$ cat config.mk
export PLATFORM = sky130hd
export DESIGN_NAME = tri_timer
export DESIGN_NICKNAME = d
export VERILOG_FILES = /design/src/rtl/tmr_pkg.sv /design/src/rtl/tmr_tick_sync.sv /design/src/rtl/tmr_channel.sv /design/src/rtl/tmr_irq_ctrl.sv /design/src/rtl/tri_timer.sv
export SDC_FILE = /design/constraint.sdc
export NUM_CORES = 2
export LEC_CHECK = 0
export BUFFER_PORTS_ARGS = -buffer_cell sky130_fd_sc_hd__buf_2
export CAP_MARGIN = 20
export CORE_MARGIN = 2
export CORE_UTILIZATION = 40
export CTS_CLUSTER_SIZE = 28
export DETAILED_ROUTE_END_ITERATION = 16
export PLACE_DENSITY = 0.58
export SLEW_MARGIN = 10
export SYNTH_ARGS = -nofsm -noshare
export SYNTH_HDL_FRONTEND = slang
export SYNTH_SLANG_ARGS = --single-unit
$ cat constraint.sdc
create_clock -name clk -period 8.16 [get_ports clk]
set_input_delay 1.632 -clock clk [delete_from_list [all_inputs] [get_ports clk]]
set_output_delay 1.632 -clock clk [all_outputs]
set_load 0.1 [all_outputs]
$ cat src/rtl/tmr_pkg.sv
package tmr_pkg;
    localparam int DATA_W = 32;
    localparam int N_CH   = 3;
    localparam int ADDR_W = 6;
    localparam int EVT_W  = 3 * N_CH;
    localparam int CTRL_W = 4 * N_CH;
    localparam int SLOT_W = ADDR_W - 4;

    // shared slot following the channel slots
    localparam logic [SLOT_W-1:0] SHARED_SLOT = SLOT_W'(N_CH);

    typedef enum logic [1:0] {
        OFS_COUNT  = 2'd0,
        OFS_LOAD   = 2'd1,
        OFS_CMP_A  = 2'd2,
        OFS_CMP_B  = 2'd3
    } ch_ofs_e;

    typedef enum logic [1:0] {
        OFS_CTRL   = 2'd0,
        OFS_STATUS = 2'd1,
        OFS_MASK   = 2'd2,
        OFS_NONE   = 2'd3
    } sh_ofs_e;

    typedef struct packed {
        logic en;
        logic ext_sel;
        logic ovf_ie;
        logic up;
    } ch_ctrl_t;

    typedef struct packed {
        logic ovf;
        logic cmp_b;
        logic cmp_a;
    } ch_evt_t;

    function automatic ch_ctrl_t unpack_ctrl(input logic [CTRL_W-1:0] w, input int ch);
        ch_ctrl_t c;
        c.en      = w[3*ch];
        c.ext_sel = w[3*ch+1];
        c.ovf_ie  = w[3*ch+2];
        c.up      = w[3*N_CH+ch];
        return c;
    endfunction
endpackage

$ cat src/rtl/tmr_tick_sync.sv
module tmr_tick_sync #(
    parameter int N = 3
) (
    input  logic         clk,
    input  logic         rst,
    input  logic [N-1:0] tick_async,
    output logic [N-1:0] tick_rise
);
    logic [N-1:0] meta_q;
    logic [N-1:0] sync_q;
    logic [N-1:0] prev_q;

    always_ff @(posedge clk) begin
        if (rst) begin
            meta_q <= '0;
            sync_q <= '0;
            prev_q <= '0;
        end else begin
            meta_q <= tick_async;
            sync_q <= meta_q;
            prev_q <= sync_q;
        end
    end

    assign tick_rise = sync_q & ~prev_q;

    AST_TICK_SINGLE: assert property (@(posedge clk) disable iff (rst)
        (|tick_rise) |=> ((tick_rise & $past(tick_rise)) == '0));
endmodule

$ cat src/rtl/tmr_channel.sv
module tmr_channel
    import tmr_pkg::*;
#(
    parameter int W = DATA_W
) (
    input  logic         clk,
    input  logic         rst,
    input  ch_ctrl_t     ctrl,
    input  logic         ext_rise,
    input  logic         wr_count,
    input  logic         wr_load,
    input  logic         wr_cmp_a,
    input  logic         wr_cmp_b,
    input  logic [W-1:0] wdata,
    output logic [W-1:0] count,
    output logic [W-1:0] reload,
    output logic [W-1:0] cmp_a,
    output logic [W-1:0] cmp_b,
    output ch_evt_t      evt
);
    logic         advance;
    logic         step;
    logic         at_end;
    logic [W-1:0] nxt;

    always_comb begin
        advance = ctrl.en & (ctrl.ext_sel ? ext_rise : 1'b1);
        step    = advance & ~wr_count;
        if (ctrl.up) begin
            at_end = (count == '1);
            nxt    = at_end ? reload : count + W'(1);
        end else begin
            at_end = (count == '0);
            nxt    = at_end ? reload : count - W'(1);
        end
        evt.ovf   = step & at_end;
        evt.cmp_a = step & (nxt == cmp_a);
        evt.cmp_b = step & (nxt == cmp_b);
    end

    always_ff @(posedge clk) begin
        if (rst) begin
            count  <= '0;
            reload <= '0;
            cmp_a  <= '0;
            cmp_b  <= '0;
        end else begin
            if (wr_count)  count <= wdata;
            else if (step) count <= nxt;
            if (wr_load)   reload <= wdata;
            if (wr_cmp_a)  cmp_a  <= wdata;
            if (wr_cmp_b)  cmp_b  <= wdata;
        end
    end

    AST_HOLD_WHEN_OFF: assert property (@(posedge clk) disable iff (rst)
        (!ctrl.en && !wr_count) |=> $stable(count));
    AST_WRAP_RELOAD: assert property (@(posedge clk) disable iff (rst)
        evt.ovf |=> (count == $past(reload)));
    AST_WRITE_WINS: assert property (@(posedge clk) disable iff (rst)
        wr_count |=> (count == $past(wdata)));
endmodule

$ cat src/rtl/tmr_irq_ctrl.sv
module tmr_irq_ctrl
    import tmr_pkg::*;
(
    input  logic             clk,
    input  logic             rst,
    input  logic [EVT_W-1:0] evt,
    input  logic [N_CH-1:0]  ovf_ie,
    input  logic             wr_status,
    input  logic             wr_mask,
    input  logic [EVT_W-1:0] wdata,
    output logic [EVT_W-1:0] status,
    output logic [EVT_W-1:0] mask,
    output logic             irq
);
    logic [EVT_W-1:0] clr;
    logic [EVT_W-1:0] gate;

    assign clr = wr_status ? wdata : '0;

    for (genvar c = 0; c < N_CH; c++) begin : g_gate
        assign gate[3*c]   = 1'b1;
        assign gate[3*c+1] = 1'b1;
        assign gate[3*c+2] = ovf_ie[c];
    end

    always_ff @(posedge clk) begin
        if (rst) begin
            status <= '0;
            mask   <= '0;
        end else begin
            status <= (status & ~clr) | evt;
            if (wr_mask) mask <= wdata;
        end
    end

    assign irq = |(status & ~mask & gate);

    AST_STICKY: assert property (@(posedge clk) disable iff (rst)
        1'b1 |=> ((($past(status) & ~$past(clr)) & ~status) == '0));
    AST_EVENT_CAPTURE: assert property (@(posedge clk) disable iff (rst)
        (|evt) |=> ((status & $past(evt)) == $past(evt)));
    AST_IRQ_QUIET: assert property (@(posedge clk) disable iff (rst)
        ((status & ~mask) == '0) |-> !irq);
endmodule

$ cat src/rtl/tri_timer.sv
module tri_timer
    import tmr_pkg::*;
(
    input  logic              clk,
    input  logic              rst,
    input  logic [ADDR_W-1:0] bus_addr,
    input  logic              bus_we,
    input  logic [DATA_W-1:0] bus_wdata,
    output logic [DATA_W-1:0] bus_rdata,
    input  logic [N_CH-1:0]   ext_tick,
    output logic              irq
);
    logic              aligned;
    logic [SLOT_W-1:0] slot;
    logic [1:0]        ofs;
    logic [CTRL_W-1:0] ctrl_q;
    logic [N_CH-1:0]   tick_rise;
    logic [N_CH-1:0]   ovf_ie;
    logic [EVT_W-1:0]  evt_all;
    logic [EVT_W-1:0]  status;
    logic [EVT_W-1:0]  mask;
    logic              sh_hit;

    logic [DATA_W-1:0] ch_count [N_CH];
    logic [DATA_W-1:0] ch_load  [N_CH];
    logic [DATA_W-1:0] ch_cmp_a [N_CH];
    logic [DATA_W-1:0] ch_cmp_b [N_CH];

    assign aligned = (bus_addr[1:0] == 2'b00);
    assign slot    = bus_addr[ADDR_W-1:4];
    assign ofs     = bus_addr[3:2];
    assign sh_hit  = bus_we && aligned && (slot == SHARED_SLOT);

    always_ff @(posedge clk) begin
        if (rst)                               ctrl_q <= '0;
        else if (sh_hit && ofs == OFS_CTRL)    ctrl_q <= bus_wdata[CTRL_W-1:0];
    end

    tmr_tick_sync #(.N(N_CH)) u_sync (
        .clk        (clk),
        .rst        (rst),
        .tick_async (ext_tick),
        .tick_rise  (tick_rise)
    );

    for (genvar c = 0; c < N_CH; c++) begin : g_ch
        logic     hit;
        ch_ctrl_t cc;
        ch_evt_t  ev;

        assign hit       = bus_we && aligned && (slot == SLOT_W'(c));
        assign cc        = unpack_ctrl(ctrl_q, c);
        assign ovf_ie[c] = cc.ovf_ie;
        assign evt_all[3*c+2:3*c] = ev;

        tmr_channel #(.W(DATA_W)) u_ch (
            .clk      (clk),
            .rst      (rst),
            .ctrl     (cc),
            .ext_rise (tick_rise[c]),
            .wr_count (hit && ofs == OFS_COUNT),
            .wr_load  (hit && ofs == OFS_LOAD),
            .wr_cmp_a (hit && ofs == OFS_CMP_A),
            .wr_cmp_b (hit && ofs == OFS_CMP_B),
            .wdata    (bus_wdata),
            .count    (ch_count[c]),
            .reload   (ch_load[c]),
            .cmp_a    (ch_cmp_a[c]),
            .cmp_b    (ch_cmp_b[c]),
            .evt      (ev)
        );
    end

    tmr_irq_ctrl u_irq (
        .clk       (clk),
        .rst       (rst),
        .evt       (evt_all),
        .ovf_ie    (ovf_ie),
        .wr_status (sh_hit && ofs == OFS_STATUS),
        .wr_mask   (sh_hit && ofs == OFS_MASK),
        .wdata     (bus_wdata[EVT_W-1:0]),
        .status    (status),
        .mask      (mask),
        .irq       (irq)
    );

    always_comb begin
        bus_rdata = '0;
        if (aligned) begin
            for (int c = 0; c < N_CH; c++) begin
                if (slot == SLOT_W'(c)) begin
                    case (ofs)
                        OFS_COUNT: bus_rdata = ch_count[c];
                        OFS_LOAD:  bus_rdata = ch_load[c];
                        OFS_CMP_A: bus_rdata = ch_cmp_a[c];
                        default:   bus_rdata = ch_cmp_b[c];
                    endcase
                end
            end
            if (slot == SHARED_SLOT) begin
                case (ofs)
                    OFS_CTRL:   bus_rdata = DATA_W'(ctrl_q);
                    OFS_STATUS: bus_rdata = DATA_W'(status);
                    OFS_MASK:   bus_rdata = DATA_W'(mask);
                    default:    bus_rdata = '0;
                endcase
            end
        end
    end

    AST_IRQ_NEEDS_STATUS: assert property (@(posedge clk) disable iff (rst)
        irq |-> (status != '0));
endmodule

==> results.md <==
- Outcome: finished, final reports clean
- Root buffer cell: clkbuf_16
- Part of the power in registers: 38.5%
- Net Sw Frac: 32.1%
- Die height: 267 um
- Core ar.: 68600 sq um
- Clock Skew: 0.0293 ns
- CTS tree: yes
- Slew @ Worst Pin: 1.11 ns
- GP Congestion: 1.02
- Num CTS Buffers: 49
- Routed vias/inst: 6.34
- Asr flop ratio synth: 0%
- Comb pwr share: 19.9%
- Area grow syn2layout: 8.57%
- Most common cell after layout, fill and taps aside: nand2_1
- RR Startpoint: g_ch[2].u_ch.count[5]
- Finish-stage setup viols: 0
- Largest net degree at the start of global routing: 87
- WL final: 125 mm
- Post-synth EDFFs: 0
- Vias in the first global route: 25800
- Cell-internal power: 3.71 mW
- Crit. End Element: primary output
- H-Tree Depth: 2
- Distinct cells, synth: 91
- Post-Synthesis Cells: 3720
- Commonest cells after routing, fill and taps aside: nand2_1 (811), a21oi_1 (461), dfxtp_1 (423), nor2_1 (308), xnor2_1 (130)
- Initial antenna violation count: 1
- Maximum vdd drop: 0.000201 V
- Dominant cells by area after synthesis: dfxtp_1 (31%), nand2_1 (11%), mux4_2 (8.5%), a21oi_1 (8.3%), nor2_1 (4.3%)
- Synthesized Nets: 3770
- RSZ-0062 raised after global routing: false
- Post-CTS Hold Fix Bufs: 0
- Register area: 8470 sq um
- Max Fclk: 163 MHz
- Hold Startpoint: u_sync.sync_q[0]
- Tcrit/Tclk final: 75.0%
- Iter 0 DRT Violations: 4140
- Dominant synthesized flop cell: dfxtp_1
- Antenna cell count: 0
- Cell taking the most area after synthesis: dfxtp_1
- Final instance area: 30100 sq um
- Crit Path Class: primary input to primary output
- Crit-path max FO: 57
- Leakage: 10.0 nW
- First drt pass iteration count: 6
- Clk pwr share: 41.6%
- Final hold violations: 0
- GRT Residual Overflow: 0
- Post-synth top area share: 30.6%
- MaxCap Viol Count: 0
- Critical path startpoint category: primary input
- # IOs: 77
- Syn Area/Cell: 7.45 sq um
- Crit path from: bus_addr[2]
- Clock sink count: 423
- Post-synthesis sequential area ratio: 30.6%
- HP Class: register to register
- IO Port Bufs: 76
- Max-slew violation count: 0
- Worst Path Arrival: 4.49 ns
- First-pass GRT wire length: 182 mm
- # DRC: 0
- Row count: 96
- Setup Buffers After CTS: 0
- DIE AREA: 71400 sq um
- Pwr dens: 182 nW/um^2
- Minimum clock period: 6.12 ns
- Total track usage: 34.5%
- DR vias: 28700
- Die W: 267 um
- Dpl cell area: 28400 sq um
- FF+latch count, synth: 423
- Dpl hpwl: 89.8 mm
- Multi-input logic area: 17700 sq um
- Clk buf depth: 3
- Initial Util: 40.4%
- CTS clk-pin slew, worst paths: 0.06 ns
- Net switching power: 1.75 mW
- Mapped Area: 27700 sq um
- Routed len/inst: 27.7 um
- Normalized max-slew margin: 26.2%
- Post_cts resized: 0
- Synth warn: 0
- Setup_tns: 0 ns
- Number of nets still failing antenna checks after routing: 0
- Fillers: 7005
- Post-layout nets: 3607
- Required time of the critical path: 6.53 ns
- Clk Latency, worst-skew pair: 0.63 ns
- Share of layout cells above drive strength 1: 11.0%
-- worst max-delay path, stage by stage --
cell      delay (ns)
buf_6           0.53
buf_4           0.52
mux4_2          0.33
and2_1          0.13
a211oi_1        0.05
a311oi_1        0.68
buf_2           0.56
-- flip-flops by register name, indices dropped and copies added (netlist names) --
register,flops
u_sync.sync_q,3
ctrl_q,12
u_sync.prev_q,3
g_ch.u_ch.reload,96
g_ch.u_ch.count,96
u_sync.meta_q,3
g_ch.u_ch.cmp_b,96
u_irq.mask,9
u_irq.status,9
g_ch.u_ch.cmp_a,96
-- cell usage after synthesis, types with 19 or more instances --
cell / number
inv_1: 49
nor2_1: 317
nand3_1: 69
and2_1: 19
a211oi_1: 55
buf_2: 19
o22ai_1: 26
nand4_1: 66
and3_1: 20
clkbuf_1: 297
nor3_1: 99
buf_1: 32
or3_1: 26
or4_1: 25
o211ai_1: 56
xor2_1: 126
o221ai_1: 20
xnor2_1: 130
a21oi_1: 461
o21ai_0: 85
nor4_1: 78
mux4_2: 104
mux2i_1: 38
dfxtp_1: 423
nand2_1: 814
-- logic make-up (layout without fill, tap and decap cells) --
kind of cell	Yosys count	in the layout	synth area share (%)
adders and majority gates	6	6	0.271
muxes	153	153	10.3
AOI/OAI and AO/OA	868	868	19.1
DFF	423	423	30.6
xor gates and xnor gates	256	256	8.09
buffers and inverters	404	279	5.65
and+or+nand+nor	1610	1610	26.0
-- through the flow --
step	std cells	util [%]	total power, mW	hold WS [ns]	setup WS [ns]
after floorplan	3720	-	2.82	0.410	0.686
after global placement	4434	41.4	3.20	0.425	2.06
after detailed placement	4434	41.4	3.19	0.426	2.05
after CTS	4523	43.8	5.44	0.441	2.06
after global routing	4526	43.9	5.60	0.453	1.97
final	4526	43.9	5.46	0.435	2.04
-- path summary, 6_finish.rpt --
| path | endpoint | slack (ns) | cells past startpoint |
|---|---|---|---|
| setup / recovery | bus_rdata[9] | 2.04 | 7 |
| hold / removal | u_sync.prev_q[0] | 0.44 | 2 |
| setup reg to reg | u_irq.status[7] | 3.01 | 11 |
| hold reg to reg | u_sync.prev_q[0] | 0.44 | 2 |
-- final cells by class --
cell class                      count  share of cell area, %
Inverter                           50                  0.624
Multi-Input combinational cell   2893                   58.9
Timing Repair Buffer              140                   3.06
Tap cell                          931                   3.87
Clock inverter                     24                  0.661
Clock buffer                       65                   4.72
Sequential cell                   423                   28.2
-- layer usage --
metal	part of all wire [%]	vias up	routed length, um	global-route usage [%]
li1	-	12900	-	-
met1	41	13800	51400	47.2
met2	43	1755	54500	52.2
met3	11	281	13200	7.14
met4	5.0	2	6210	15.6
met5	0.0088	-	11	0
-- power by group through the flow --
stage               clock network, mW  registers [mW]  logic [mW]
floorplan                           0            2.13       0.692
global placement                    0            2.15        1.05
detailed placement                  0            2.15        1.04
CTS                              2.29            2.10        1.05
global route                     2.36            2.10        1.13
finish                           2.27            2.10        1.09
Note: power is estimated with default switching activity, not from simulation.
